--- src/rtl/vgc_pkg.sv ---
`timescale 1ns/1ps
package vgc_pkg;
   localparam int CMD_W = 3;
   // pump command encoding
   typedef enum logic [CMD_W-1:0] {
      PUMP_OFF  = 3'd0,
      PUMP_UP_S = 3'd1,
      PUMP_DN_S = 3'd2,
      PUMP_UP_L = 3'd3,
      PUMP_DN_L = 3'd4,
      PUMP_MAX  = 3'd5
   } pump_cmd_e;
endpackage

--- src/rtl/vgc_pulse_qual.sv ---
`timescale 1ns/1ps
// Measures one strobe's high time and flags a qualified pulse end.
module vgc_pulse_qual #(
   parameter int MIN_HIGH = 64
) (
   input  logic clk,
   input  logic rst_n,
   input  logic strobe_i,
   output logic valid_end_o
);
   localparam int CW = $clog2(MIN_HIGH + 1);
   localparam logic [CW-1:0] LIMIT = CW'(MIN_HIGH);

   logic [CW-1:0] hi_cnt;
   logic          strobe_q;

   always_ff @(posedge clk or negedge rst_n) begin
      if (!rst_n) begin
         hi_cnt   <= '0;
         strobe_q <= 1'b0;
      end else begin
         strobe_q <= strobe_i;
         if (!strobe_i)
            hi_cnt <= '0;
         else if (hi_cnt != LIMIT)
            hi_cnt <= hi_cnt + 1'b1;
      end
   end

   assign valid_end_o = strobe_q && !strobe_i && (hi_cnt == LIMIT);
endmodule

--- src/rtl/vgc_mode_fsm.sv ---
`timescale 1ns/1ps
// Line pairing, qualification and fallback.
module vgc_mode_fsm #(
   parameter int WIN      = 512,
   parameter int LINE_LEN = 2048,
   parameter int N_PAIRS  = 4,
   parameter int M_MISS   = 3
) (
   input  logic clk,
   input  logic rst_n,
   input  logic sync_end_i,
   input  logic porch_end_i,
   output logic fine_o
);
   localparam int WW = $clog2(WIN + 1);
   localparam int TW = $clog2(LINE_LEN);
   localparam int GW = $clog2(N_PAIRS + 1);
   localparam int MW = $clog2(M_MISS + 1);
   localparam logic [WW-1:0] WIN_LD   = WW'(WIN);
   localparam logic [TW-1:0] TMR_LAST = TW'(LINE_LEN - 1);
   localparam logic [GW-1:0] GOOD_MAX = GW'(N_PAIRS);
   localparam logic [MW-1:0] MISS_MAX = MW'(M_MISS);

   logic [WW-1:0] win_cnt;
   logic [TW-1:0] line_tmr;
   logic [GW-1:0] good_cnt;
   logic [MW-1:0] miss_cnt;
   logic          win_open, pair_hit, line_miss;

   assign win_open  = (win_cnt != '0);
   assign pair_hit  = porch_end_i && win_open;
   assign line_miss = !pair_hit && (line_tmr == TMR_LAST);

   always_ff @(posedge clk or negedge rst_n) begin
      if (!rst_n) begin
         win_cnt  <= '0;
         line_tmr <= '0;
         good_cnt <= '0;
         miss_cnt <= '0;
         fine_o   <= 1'b0;
      end else begin
         // pairing window opened by a qualified sync end
         if (sync_end_i)
            win_cnt <= WIN_LD;
         else if (pair_hit)
            win_cnt <= '0;
         else if (win_open)
            win_cnt <= win_cnt - 1'b1;

         // line timer restarts on each pair or on a missed line
         if (pair_hit || line_miss)
            line_tmr <= '0;
         else
            line_tmr <= line_tmr + 1'b1;

         if (pair_hit) begin
            if (good_cnt != GOOD_MAX)
               good_cnt <= good_cnt + 1'b1;
            miss_cnt <= '0;
            if (int'(good_cnt) + 1 >= N_PAIRS)
               fine_o <= 1'b1;
         end else if (line_miss) begin
            good_cnt <= '0;
            if (miss_cnt != MISS_MAX)
               miss_cnt <= miss_cnt + 1'b1;
            if (int'(miss_cnt) + 1 >= M_MISS)
               fine_o <= 1'b0;
         end
      end
   end
endmodule

--- src/rtl/vgc_pump_decode.sv ---
`timescale 1ns/1ps
// Per-sample comparators and registered pump commands.
module vgc_pump_decode
   import vgc_pkg::*;
#(
   parameter int CODE_W     = 8,
   parameter int PEAK_CODE  = 248,
   parameter int BLACK_CODE = 64
) (
   input  logic              clk,
   input  logic              rst_n,
   input  logic              fine_i,
   input  logic [CODE_W-1:0] code_i,
   input  logic              under_i,
   input  logic              over_i,
   input  logic              sync_i,
   input  logic              porch_i,
   output logic [CMD_W-1:0]  gain_cmd_o,
   output logic [CMD_W-1:0]  clamp_cmd_o
);
   localparam logic [CODE_W-1:0] PEAK  = CODE_W'(PEAK_CODE);
   localparam logic [CODE_W-1:0] BLACK = CODE_W'(BLACK_CODE);

   pump_cmd_e gain_d, clamp_d;
   logic      above_peak, below_black, above_black, code_zero;

   assign above_peak  = over_i || (!under_i && code_i > PEAK);
   assign below_black = under_i || (!over_i && code_i < BLACK);
   assign above_black = over_i || (!under_i && code_i > BLACK);
   assign code_zero   = !under_i && !over_i && (code_i == '0);

   always_comb begin
      gain_d = PUMP_OFF;
      if (!fine_i) begin
         gain_d = over_i ? PUMP_MAX : PUMP_DN_S;
      end else if (above_peak) begin
         gain_d = PUMP_MAX;
      end else if (sync_i) begin
         if (under_i)        gain_d = PUMP_UP_S;
         else if (!code_zero) gain_d = PUMP_DN_S;
      end
   end

   always_comb begin
      clamp_d = PUMP_OFF;
      if (!fine_i) begin
         if (sync_i && !porch_i) begin
            if (under_i)         clamp_d = PUMP_MAX;
            else if (!code_zero) clamp_d = PUMP_DN_S;
         end
      end else if (porch_i) begin
         if (below_black)      clamp_d = PUMP_UP_L;
         else if (above_black) clamp_d = PUMP_DN_L;
      end
   end

   always_ff @(posedge clk or negedge rst_n) begin
      if (!rst_n) begin
         gain_cmd_o  <= PUMP_OFF;
         clamp_cmd_o <= PUMP_OFF;
      end else begin
         gain_cmd_o  <= gain_d;
         clamp_cmd_o <= clamp_d;
      end
   end
endmodule

--- src/rtl/vid_gain_clamp_ctrl.sv ---
`timescale 1ns/1ps
module vid_gain_clamp_ctrl #(
   parameter int CODE_W     = 8,
   parameter int PEAK_CODE  = 248,
   parameter int BLACK_CODE = 64,
   parameter int MIN_HIGH   = 64,
   parameter int WIN        = 512,
   parameter int LINE_LEN   = 2048,
   parameter int N_PAIRS    = 4,
   parameter int M_MISS     = 3
) (
   input  logic              clk,
   input  logic              rst_n,
   input  logic [CODE_W-1:0] code_i,
   input  logic              under_i,
   input  logic              over_i,
   input  logic              sync_gate_i,
   input  logic              porch_gate_i,
   output logic [2:0]        gain_cmd_o,
   output logic [2:0]        clamp_cmd_o,
   output logic              fine_mode_o
);
   localparam int NUM_GATES = 2;
   localparam int SYNC_IDX  = 0;
   localparam int PORCH_IDX = 1;

   // elaboration-time parameter checks
   if (CODE_W < 2 || PEAK_CODE >= (1 << CODE_W)) begin : g_bad_code
      $error("PEAK_CODE must fit in CODE_W bits");
   end
   if (BLACK_CODE < 1 || BLACK_CODE >= PEAK_CODE) begin : g_bad_black
      $error("BLACK_CODE must lie between 1 and PEAK_CODE");
   end
   if (MIN_HIGH < 1 || WIN < 1) begin : g_bad_pulse
      $error("MIN_HIGH and WIN must be positive");
   end
   if (LINE_LEN <= WIN || N_PAIRS < 1 || M_MISS < 1) begin : g_bad_line
      $error("LINE_LEN must exceed WIN; N_PAIRS and M_MISS must be positive");
   end

   logic [NUM_GATES-1:0] gate_v, end_v;
   assign gate_v[SYNC_IDX]  = sync_gate_i;
   assign gate_v[PORCH_IDX] = porch_gate_i;

   for (genvar g = 0; g < NUM_GATES; g++) begin : g_qual
      vgc_pulse_qual #(.MIN_HIGH(MIN_HIGH)) u_qual (
         .clk         (clk),
         .rst_n       (rst_n),
         .strobe_i    (gate_v[g]),
         .valid_end_o (end_v[g])
      );
   end

   vgc_mode_fsm #(
      .WIN(WIN), .LINE_LEN(LINE_LEN), .N_PAIRS(N_PAIRS), .M_MISS(M_MISS)
   ) u_mode (
      .clk         (clk),
      .rst_n       (rst_n),
      .sync_end_i  (end_v[SYNC_IDX]),
      .porch_end_i (end_v[PORCH_IDX]),
      .fine_o      (fine_mode_o)
   );

   vgc_pump_decode #(
      .CODE_W(CODE_W), .PEAK_CODE(PEAK_CODE), .BLACK_CODE(BLACK_CODE)
   ) u_pump (
      .clk         (clk),
      .rst_n       (rst_n),
      .fine_i      (fine_mode_o),
      .code_i      (code_i),
      .under_i     (under_i),
      .over_i      (over_i),
      .sync_i      (sync_gate_i),
      .porch_i     (porch_gate_i),
      .gain_cmd_o  (gain_cmd_o),
      .clamp_cmd_o (clamp_cmd_o)
   );
endmodule

--- config.mk ---
export PLATFORM = sky130hd
export DESIGN_NAME = vid_gain_clamp_ctrl
export DESIGN_NICKNAME = d
export VERILOG_FILES = /design/src/rtl/vgc_pkg.sv /design/src/rtl/vgc_pulse_qual.sv /design/src/rtl/vgc_mode_fsm.sv /design/src/rtl/vgc_pump_decode.sv /design/src/rtl/vid_gain_clamp_ctrl.sv
export SDC_FILE = /design/constraint.sdc
export NUM_CORES = 1
export LEC_CHECK = 0
export BUFFER_PORTS_ARGS = -buffer_cell sky130_fd_sc_hd__buf_4
export CORE_MARGIN = 5
export CORE_UTILIZATION = 49
export DETAILED_ROUTE_END_ITERATION = 10
export PLACE_DENSITY = 0.73
export SLEW_MARGIN = 20
export SYNTH_ARGS = -nofsm -noshare
export SYNTH_HDL_FRONTEND = slang
export SYNTH_SLANG_ARGS = --single-unit
export TNS_END_PERCENT = 20
--- constraint.sdc ---
create_clock -name clk -period 2.9 [get_ports clk]
set_input_delay 0.435 -clock clk [delete_from_list [all_inputs] [get_ports clk]]
set_output_delay 0.435 -clock clk [all_outputs]
set_load 0.03 [all_outputs]
==> results.ini, run 1 <==
[clock_tree]
postCtsSetupBuffers=0
tritoncts_buffers=5
tritoncts_num_sinks=49
clkTransAtPathRegs_ps=80
hold_fix_buffers_cts=0
clkLatencyLatePin_ps=300
clockBufferDepth=2
tritoncts=done
h-tree-depth=2
cts_resized=0
cts-root-buf=sky130_fd_sc_hd__clkbuf_8

[finish]
growth_of_design_area_from_synthesis_to_finish_pct=11.8
antennaDiodeCount=0
layout-drive-gt1-share=0.152
fin_cells=346
finalNetCount=299
fin_area_sq_um=2810
fill_cells=461

[setup_path]
startpoint=u_mode.win_cnt[0]
timing.critical_path.fanout_max=7
critPathCapture=u_mode.fine_o
regToRegSetupSlack_ps=600
setup_crit_start_kind=register
required_time_at_the_worst_slack_endpoint_ps=3080
r2r-start=u_mode.win_cnt[0]
crit_path_end_kind=register
crit-reg2reg-capture=u_mode.fine_o
worst-endpoint-arrival_ps=2490
crit_type=reg2reg
rr_worst_depth=7

[synthesis]
synth.ff_latch_count=49
ys_seq_area_frac=0.487
synth_ff_type=sky130_fd_sc_hd__dfrtp_1
yosys.cell_types.count=41
yosys_warnings=0
synth_top_area_share=0.487
number_of_enable_type_register_cells_in_the_synthesized_netlist=0
synthesis.area_per_instance_sq_um=9.91
synth.cell_area_sq_um=2520
yosysTopAreaCell=sky130_fd_sc_hd__dfrtp_1
ys_async_sr_fraction=1.00
synth_top_cells_by_area=sky130_fd_sc_hd__dfrtp_1, sky130_fd_sc_hd__xnor2_1, sky130_fd_sc_hd__ha_1
synthesis.nets=278
syn_inst=254

[placed_design]
place.gp.congestion=0.797
place_hpwl_um=3180
dp.cells=338
placed_cell_area_sq_um=2730
port_buffers=20

[sta]
finClkSkew_ps=9.69
maximum_clock_frequency_mhz=434
max_slew_margin=0.502
setup-tns-final_ps=0
rsz0062_at_grt=false
final_max_slew_viol_count=0
final_period_minus_worst_setup_slack_ps=2300
final-setup-viol-count=0
timing_worst_slew_pin_value_ps=737
finalHoldViolCount=0
post-route-period-util=0.794

[pwr]
power_density_cells_nw_per_um2=415
cellLeakagePower_nw=1.22
peak_supply_drop_mv=0.300

[floorplanning]
num_io_pins=21
die_area_sq_um=6670
row_count=26
die_width_um=81.7
fp.coreArea_sq_um=5040
height_of_the_chip_um=81.7
floorplan.initialDensity=0.499

[drt]
post_drt_wl_per_cell_um=13.1
route.detailed.vias_per_inst=5.21
drtIter0Drc=94
antenna_left=0
dr_total_vias=1803
drc=0
detailedRoute.firstPassIterationCount=4
route.final.wire_length_um=4520

[flow_run]
number_of_max_cap_violations=0

[global_route]
gr-max-usage-layer=met2
grtUsageTotal=0.147
grt_util_met2=0.240
pin_count_of_the_biggest_net_entering_global_routing=50
antenna_violations_before_repair=0
grt_pass1_wl_um=7660
grt_overflow_total=0
groute.layer.met1.usage=0.192
grt_pass1_vias=1731
use_met3=0.0340

[status]
outcome=complete, no violations

[worst_hold_path]
worst_hold_path_type=in2async

[final cells by class]
type                    count  area [sq um]  area share
repair buffers             22           165      0.0587
multi-input cells         185          1200       0.428
clock inverters             3          17.5     0.00622
clock buffers               5          68.8      0.0245
well taps                  70          87.6      0.0311
inverters                  12          45.0      0.0160
flip-flops and latches     49          1230       0.436
[where the power goes]
group	total [mW]	leakage, nW	internal [mW]	switching [mW]
Combinational	0.0831	0.563	0.0335	0.0496
Clock	0.382	0.0439	0.167	0.216
Sequential	0.704	0.613	0.695	0.00887
[metal layers]
| metal | vias to the layer above | wire [um] |
|---|---|---|
| met3 | 5 | 226 |
| met4 | 0 | 62 |
| met5 | - | 0 |
| li1 | 924 | - |
| met1 | 838 | 2190 |
| met2 | 36 | 2040 |
[synthesized netlist by cell type, types with 3 or more instances]
cell and n:
sky130_fd_sc_hd__clkbuf_1 5, sky130_fd_sc_hd__and3_1 6, sky130_fd_sc_hd__xnor2_1 17, sky130_fd_sc_hd__nand2_1 13
sky130_fd_sc_hd__nor3_1 10, sky130_fd_sc_hd__or2_2 4, sky130_fd_sc_hd__a21oi_1 14, sky130_fd_sc_hd__nor2_1 25
sky130_fd_sc_hd__xor2_1 7, sky130_fd_sc_hd__dfrtp_1 49, sky130_fd_sc_hd__or3_1 5, sky130_fd_sc_hd__o31ai_1 5
sky130_fd_sc_hd__ha_1 10, sky130_fd_sc_hd__or4_1 3, sky130_fd_sc_hd__o21ai_0 6, sky130_fd_sc_hd__inv_1 12
sky130_fd_sc_hd__and2_1 9, sky130_fd_sc_hd__nand3_1 11, sky130_fd_sc_hd__nand4_1 5, sky130_fd_sc_hd__nor4_1 3
sky130_fd_sc_hd__nor2b_1 5, sky130_fd_sc_hd__nand2b_1 5
[cell families after synthesis]
kind of cell	share of synthesized area
flops	0.487
xor+xnor	0.0835
buf+inv	0.0348
simple gates	0.256
compound gates	0.0885
fa+ha+maj	0.0497
[flip-flops by register name (all words and copies together) (netlist names)]
name	count
u_pump.clamp_cmd_o	3
g_qual.u_qual.strobe_q	2
u_mode.win_cnt	10
u_mode.good_cnt	3
u_mode.fine_o	1
g_qual.u_qual.hi_cnt	14
u_mode.line_tmr	11
u_mode.miss_cnt	2
u_pump.gain_cmd_o	3
[worst max-delay path, stage by stage, from the launching register on]
cell                      delay (ps)
sky130_fd_sc_hd__dfrtp_1         400
sky130_fd_sc_hd__inv_1            80
sky130_fd_sc_hd__ha_1            200
sky130_fd_sc_hd__or4b_2          670
sky130_fd_sc_hd__nor3_2          220
sky130_fd_sc_hd__buf_4           180
sky130_fd_sc_hd__nor2_1          100
sky130_fd_sc_hd__o32a_1          340
[worst min-delay path by stage]
stage                                   from  slack, ps                         end  cells after the start
after detailed placement  u_mode.line_tmr[0]        450          u_mode.line_tmr[0]                      1
after CTS                              rst_n        160  g_qual[0].u_qual.hi_cnt[2]                      1
final                                  rst_n        140  g_qual[0].u_qual.hi_cnt[6]                      1
after global placement    u_mode.line_tmr[0]        440          u_mode.line_tmr[0]                      1
after global routing                   rst_n        190  g_qual[0].u_qual.hi_cnt[6]                      1
after floorplan                        rst_n        140  g_qual[0].u_qual.hi_cnt[0]                      0
[metrics by stage]
step                      hold slack (ps)  total power [mW]  setup WS (ps)   util
after floorplan                       139             0.755            772      -
after global placement                438             0.799            668  0.541
after detailed placement              447             0.802            603  0.541
after CTS                             163              1.19            589  0.558
after global routing                  192              1.23            498  0.558
final                                 145              1.17            597  0.558
[cells in the final DEF, fill, tap and decap left out, drive strengths merged, types with 9 or more instances in the layout]
master,synthesis,layout
a21oi,14,14
buf,3,22
dfrtp,49,49
xnor2,17,17
nand3,11,11
ha,10,10
nand2,13,13
nor3,11,11
nor2,25,25
and2,9,9
inv,12,12
Note: power is estimated with default switching activity, not from simulation.
==> run 2, diff against run 1 <==
- PLACE_DENSITY: 0.73 -> 0.76
- clock period: 2.9 -> 2.1 ns (I/O delays scaled with it)
==> results.ini, run 2 (same netlist as run 1, synthesis figures left out) <==
[status]
outcome=complete, no violations

[floorplanning]
die_area_sq_um=6670
fp.coreArea_sq_um=5040
die_width_um=81.7
row_count=26
num_io_pins=21
floorplan.initialDensity=0.499
height_of_the_chip_um=81.7

[drt]
antenna_left=0
drtIter0Drc=78
dr_total_vias=1850
route.detailed.vias_per_inst=5.20
drc=0
post_drt_wl_per_cell_um=12.4
detailedRoute.firstPassIterationCount=4
route.final.wire_length_um=4430

[setup_path]
cell_family_with_the_largest_share_of_critical_path_delay=simple AND/OR/NAND/NOR gates
crit_path_end_kind=register
crit-reg2reg-capture=u_mode.good_cnt[2]
cell_with_the_largest_stage_delay_on_the_worst_path=sky130_fd_sc_hd__or4b_4
r2r-start=u_mode.win_cnt[0]
critical_path.max_stage_delay_ps=510
worstPathCellList=inv_1 > ha_1 > or4b_4 > or3_1 > a31oi_1 > nor3_1
crit_type=reg2reg
worst-endpoint-arrival_ps=2230
setup_crit_start_kind=register
regToRegSetupSlack_ps=70
critPathBufInv=1
rr_worst_depth=6
timing.critical_path.fanout_max=7
required_time_at_the_worst_slack_endpoint_ps=2300

[global_route]
grt_pass1_wl_um=7770
antenna_violations_before_repair=0
pin_count_of_the_biggest_net_entering_global_routing=50
grtUsageTotal=0.151
grt_pass1_vias=1808
grt_overflow_total=0

[finish]
growth_of_design_area_from_synthesis_to_finish_pct=15.7
antennaDiodeCount=0
finalNetCount=309
layout_common_cells=sky130_fd_sc_hd__dfrtp_1, sky130_fd_sc_hd__buf_4, sky130_fd_sc_hd__nor2_1, sky130_fd_sc_hd__xnor2_1, sky130_fd_sc_hd__a21oi_1
max_flop_register=g_qual.u_qual.hi_cnt
final_core_occ=0.577
largest_reg_flops=14
most_frequent_standard_cell_in_the_layout_excluding_fill_and_tap_cells=sky130_fd_sc_hd__dfrtp_1
largest_registers=g_qual.u_qual.hi_cnt (14), u_mode.line_tmr (11), u_mode.win_cnt (10)
layout-drive-gt1-share=0.182

[sta]
final_max_slew_viol_count=0
postLayoutSetupSlackWorst_ps=74.2
finClkSkew_ps=11.7
rsz0062_at_grt=true
max_slew_margin=0.606
timing_worst_slew_pin_value_ps=592
maximum_clock_frequency_mhz=494
post-route-period-util=0.965
finalHoldViolCount=0
setup-tns-final_ps=0
final_period_minus_worst_setup_slack_ps=2030
final-setup-viol-count=0
timing.hold.ws_ps=4.94

[clock_tree]
clkTransAtPathRegs_ps=100
clockBufferDepth=2
tritoncts_num_sinks=49
clkLatencyLatePin_ps=310
tritoncts_buffers=5
tritoncts=done
h-tree-depth=2
hold_fix_buffers_cts=0
cts-root-buf=sky130_fd_sc_hd__clkbuf_8

[pwr]
power_frac_comb=0.070
cellLeakagePower_nw=1.27
p_seq_frac=0.582
p_sw_mw=0.417
totalPowerFinal_mw=1.67
power.share.switching=0.250
power_density_cells_nw_per_um2=572
clkPwrFrac=0.348
peak_supply_drop_mv=0.335
internal-power_mw=1.25

[placed_design]
place.gp.congestion=0.800
place_hpwl_um=3210
dp_slack_ps=74.4
port_buffers=20

[flow_run]
number_of_max_cap_violations=0

[worst_hold_path]
worst_hold_path_type=in2async

[run 2: worst max path at each step]
stage                               start                  to  slack, ps  cells past startpoint
2_1_floorplan  g_qual[1].u_qual.hi_cnt[3]   u_mode.win_cnt[6]         60                      5
3_3_place_gp   g_qual[1].u_qual.hi_cnt[2]  u_mode.line_tmr[2]        110                      5
3_5_place_dp            u_mode.win_cnt[0]       u_mode.fine_o         70                      7
4_1_cts                 u_mode.win_cnt[0]       u_mode.fine_o         50                      7
5_1_grt                 u_mode.win_cnt[0]  u_mode.good_cnt[2]         -8                      6
6_report                u_mode.win_cnt[0]  u_mode.good_cnt[2]         70                      6
[run 2: cell type report]
type	instances	area, sq um
Fill cell	432	2130
Sequential cell	49	1230
Multi-Input combinational cell	185	1210
Timing Repair Buffer	32	244
Tap cell	70	87.6
Clock buffer	5	68.8
Inverter	12	45.0
Clock inverter	3	26.3
[run 2: layer usage]
layer,vias up,track usage,wire length [um]
li1,947,-,-
met2,33,0.241,2020
met1,865,0.187,2100
met5,-,0,0
met4,0,0.0598,51
met3,5,0.0548,253
[run 2: repair_timing]
item | in CTS | in global routing
buffers inserted | 0 | 0
gates resized for setup | 0 | 2
endpoints found under the setup margin | 0 | 11
[run 2: per-stage QoR]
stage / cell area [sq um] / std cells
2_1_floorplan: 2520 / 254
3_3_place_gp: 2810 / 348
3_5_place_dp: 2810 / 348
4_1_cts: 2900 / 356
5_1_grt: 2910 / 356
6_report: 2910 / 356
[run 2: power by group through the flow]
stage	sequential, mW	combinational, mW	clock (mW)
floorplan	1.00	0.0429	0
global placement	0.989	0.116	0
detailed placement	0.988	0.120	0
CTS	0.970	0.120	0.606
global route	0.972	0.135	0.636
finish	0.970	0.117	0.580
==> run 3, diff against run 2 <==
- BUFFER_PORTS_ARGS: -buffer_cell sky130_fd_sc_hd__buf_4 -> not set
- DONT_BUFFER_PORTS: not set -> 1
- PLACE_DENSITY: 0.76 -> 0.72
==> results.ini, run 3 (same netlist as run 1, synthesis figures left out) <==
[setup_path]
timing.critical_path.fanout_max=8
crit_type=reg2reg
rr_worst_depth=5
cell_with_the_largest_stage_delay_on_the_worst_path=sky130_fd_sc_hd__or4b_4
crit_path_end_kind=register
r2r-start=g_qual[1].u_qual.hi_cnt[3]
regToRegSetupSlack_ps=110
worst-endpoint-arrival_ps=2170
critical-path-top-cell-by-count=sky130_fd_sc_hd__or4b_4
required_time_at_the_worst_slack_endpoint_ps=2280
critical_path.max_stage_delay_ps=560
crit-reg2reg-capture=u_mode.win_cnt[7]
setup_crit_start_kind=register
worstPathCellList=or4b_4 > or4b_4 > o22ai_1 > buf_4 > a21oi_1

[sta]
maximum_clock_frequency_mhz=502
finClkSkew_ps=6.83
final_max_slew_viol_count=0
post-route-period-util=0.949
timing.hold.ws_ps=39.6
postLayoutSetupSlackWorst_ps=107
max_slew_margin=0.653
timing_worst_slew_pin_value_ps=521
final_period_minus_worst_setup_slack_ps=1990
finalHoldViolCount=0
setup-tns-final_ps=0
rsz0062_at_grt=false
final-setup-viol-count=0

[drt]
dr_total_vias=1802
post_drt_wl_per_cell_um=12.8
drc=0
drtIter0Drc=80
route.final.wire_length_um=4370
antenna_left=0
detailedRoute.firstPassIterationCount=4
route.detailed.vias_per_inst=5.28

[global_route]
pin_count_of_the_biggest_net_entering_global_routing=50
grt_pass1_vias=1862
grt_util_met2=0.255
gr-max-usage-layer=met2
grtUsageTotal=0.154
groute.layer.met1.usage=0.186
grt_overflow_total=0
use_met3=0.0493
grt_pass1_wl_um=7940
antenna_violations_before_repair=0

[clock_tree]
tritoncts_num_sinks=49
tritoncts=done
tritoncts_buffers=5
clockBufferDepth=2
h-tree-depth=2
clkLatencyLatePin_ps=300
cts-root-buf=sky130_fd_sc_hd__clkbuf_8
clkTransAtPathRegs_ps=80

[floorplanning]
fp.coreArea_sq_um=5040
die_area_sq_um=6670
row_count=26
height_of_the_chip_um=81.7
num_io_pins=21
die_width_um=81.7
floorplan.initialDensity=0.499

[status]
outcome=complete, no violations

[worst_hold_path]
worst_hold_path_type=in2reg
hold-path-endpoint=g_qual[0].u_qual.strobe_q
min_from=sync_gate_i
whs_path_depth=0

[finish]
most_frequent_standard_cell_in_the_layout_excluding_fill_and_tap_cells=sky130_fd_sc_hd__dfrtp_1
layout-drive-gt1-share=0.140
largest_registers=g_qual.u_qual.hi_cnt (14), u_mode.line_tmr (11), u_mode.win_cnt (10)
max_flop_register=g_qual.u_qual.hi_cnt
growth_of_design_area_from_synthesis_to_finish_pct=12.6
fill_cells=448
layout_common_cells=sky130_fd_sc_hd__dfrtp_1, sky130_fd_sc_hd__nor2_1, sky130_fd_sc_hd__xnor2_1, sky130_fd_sc_hd__a21oi_1, sky130_fd_sc_hd__buf_4
antennaDiodeCount=0
finalNetCount=294
final_core_occ=0.562
largest_reg_flops=14

[pwr]
peak_supply_drop_mv=0.332
totalPowerFinal_mw=1.64
cellLeakagePower_nw=1.22
power_density_cells_nw_per_um2=577

[placed_design]
place.gp.congestion=0.820
dp_slack_ps=49.4
place_hpwl_um=3060
port_buffers=0

[flow_run]
number_of_max_cap_violations=0

run 3: changes by cell type in the layout (fill, tap and decap cells not counted):
cell and change:
sky130_fd_sc_hd__or2_4 +1, sky130_fd_sc_hd__buf_4 -17, sky130_fd_sc_hd__clkinv_2 +1, sky130_fd_sc_hd__or4_1 -1
sky130_fd_sc_hd__clkinv_4 +1, sky130_fd_sc_hd__clkinvlp_4 -2, sky130_fd_sc_hd__or2_2 -1, sky130_fd_sc_hd__or3_4 +1
sky130_fd_sc_hd__or3_1 -1, sky130_fd_sc_hd__clkbuf_8 +1, sky130_fd_sc_hd__dlygate4sd3_1 +1, sky130_fd_sc_hd__buf_16 +1
sky130_fd_sc_hd__inv_8 -1, sky130_fd_sc_hd__or4_4 +1
run 3: area by class of cell:
type	instances	area, sq um	area share
clock buffer	6	82.6	0.0291
timing repair buffer	17	154	0.0543
tap	70	87.6	0.0309
clock inverter	2	13.8	0.00486
multi-input combinational	185	1220	0.432
sequential	49	1230	0.433
inverter	12	45.0	0.0159
run 3: worst max-delay path: cells and delay by family, from the launching register on:
family,cells,cell delay [ps]
compound gates,2,230
buf+inv,1,160
flops,1,380
simple gates,2,1100
run 3: where the power goes:
part / switching [mW] / internal [mW] / total, mW
Clock: 0.307 / 0.267 / 0.574
Combinational: 0.0451 / 0.0347 / 0.0797
Sequential: 0.0231 / 0.959 / 0.983
Total: 0.375 / 1.26 / 1.64
run 3: worst max-delay path by stage:
| stage | start | to | slack (ps) | cells past startpoint |
|---|---|---|---|---|
| floorplan | g_qual[1].u_qual.hi_cnt[3] | u_mode.win_cnt[6] | 60 | 5 |
| global placement | u_mode.win_cnt[0] | u_mode.win_cnt[7] | 80 | 5 |
| detailed placement | u_mode.win_cnt[1] | u_mode.fine_o | 50 | 7 |
| CTS | u_mode.win_cnt[1] | u_mode.fine_o | 40 | 7 |
| global route | u_mode.win_cnt[1] | u_mode.good_cnt[2] | 3 | 6 |
| finish | g_qual[1].u_qual.hi_cnt[3] | u_mode.win_cnt[7] | 110 | 5 |
run 3: layer usage:
metal  share of wire  vias up
met5               0        -
met4           0.021        0
met3           0.055        7
met2            0.46       26
met1            0.47      855
li1                -      914
run 3: through the flow:
stage               instance area (sq um)  cells
detailed placement                   2660    329
floorplan                            2520    254
global placement                     2660    329
global route                         2830    341
CTS                                  2800    339
finish                               2830    341
run 3: timing repair:
action	CTS	global route
hold buffers	2	0
setup endpoints to repair	0	14
endpoints found under the hold margin	49	0
setup buffers	0	2
resized for setup	0	5
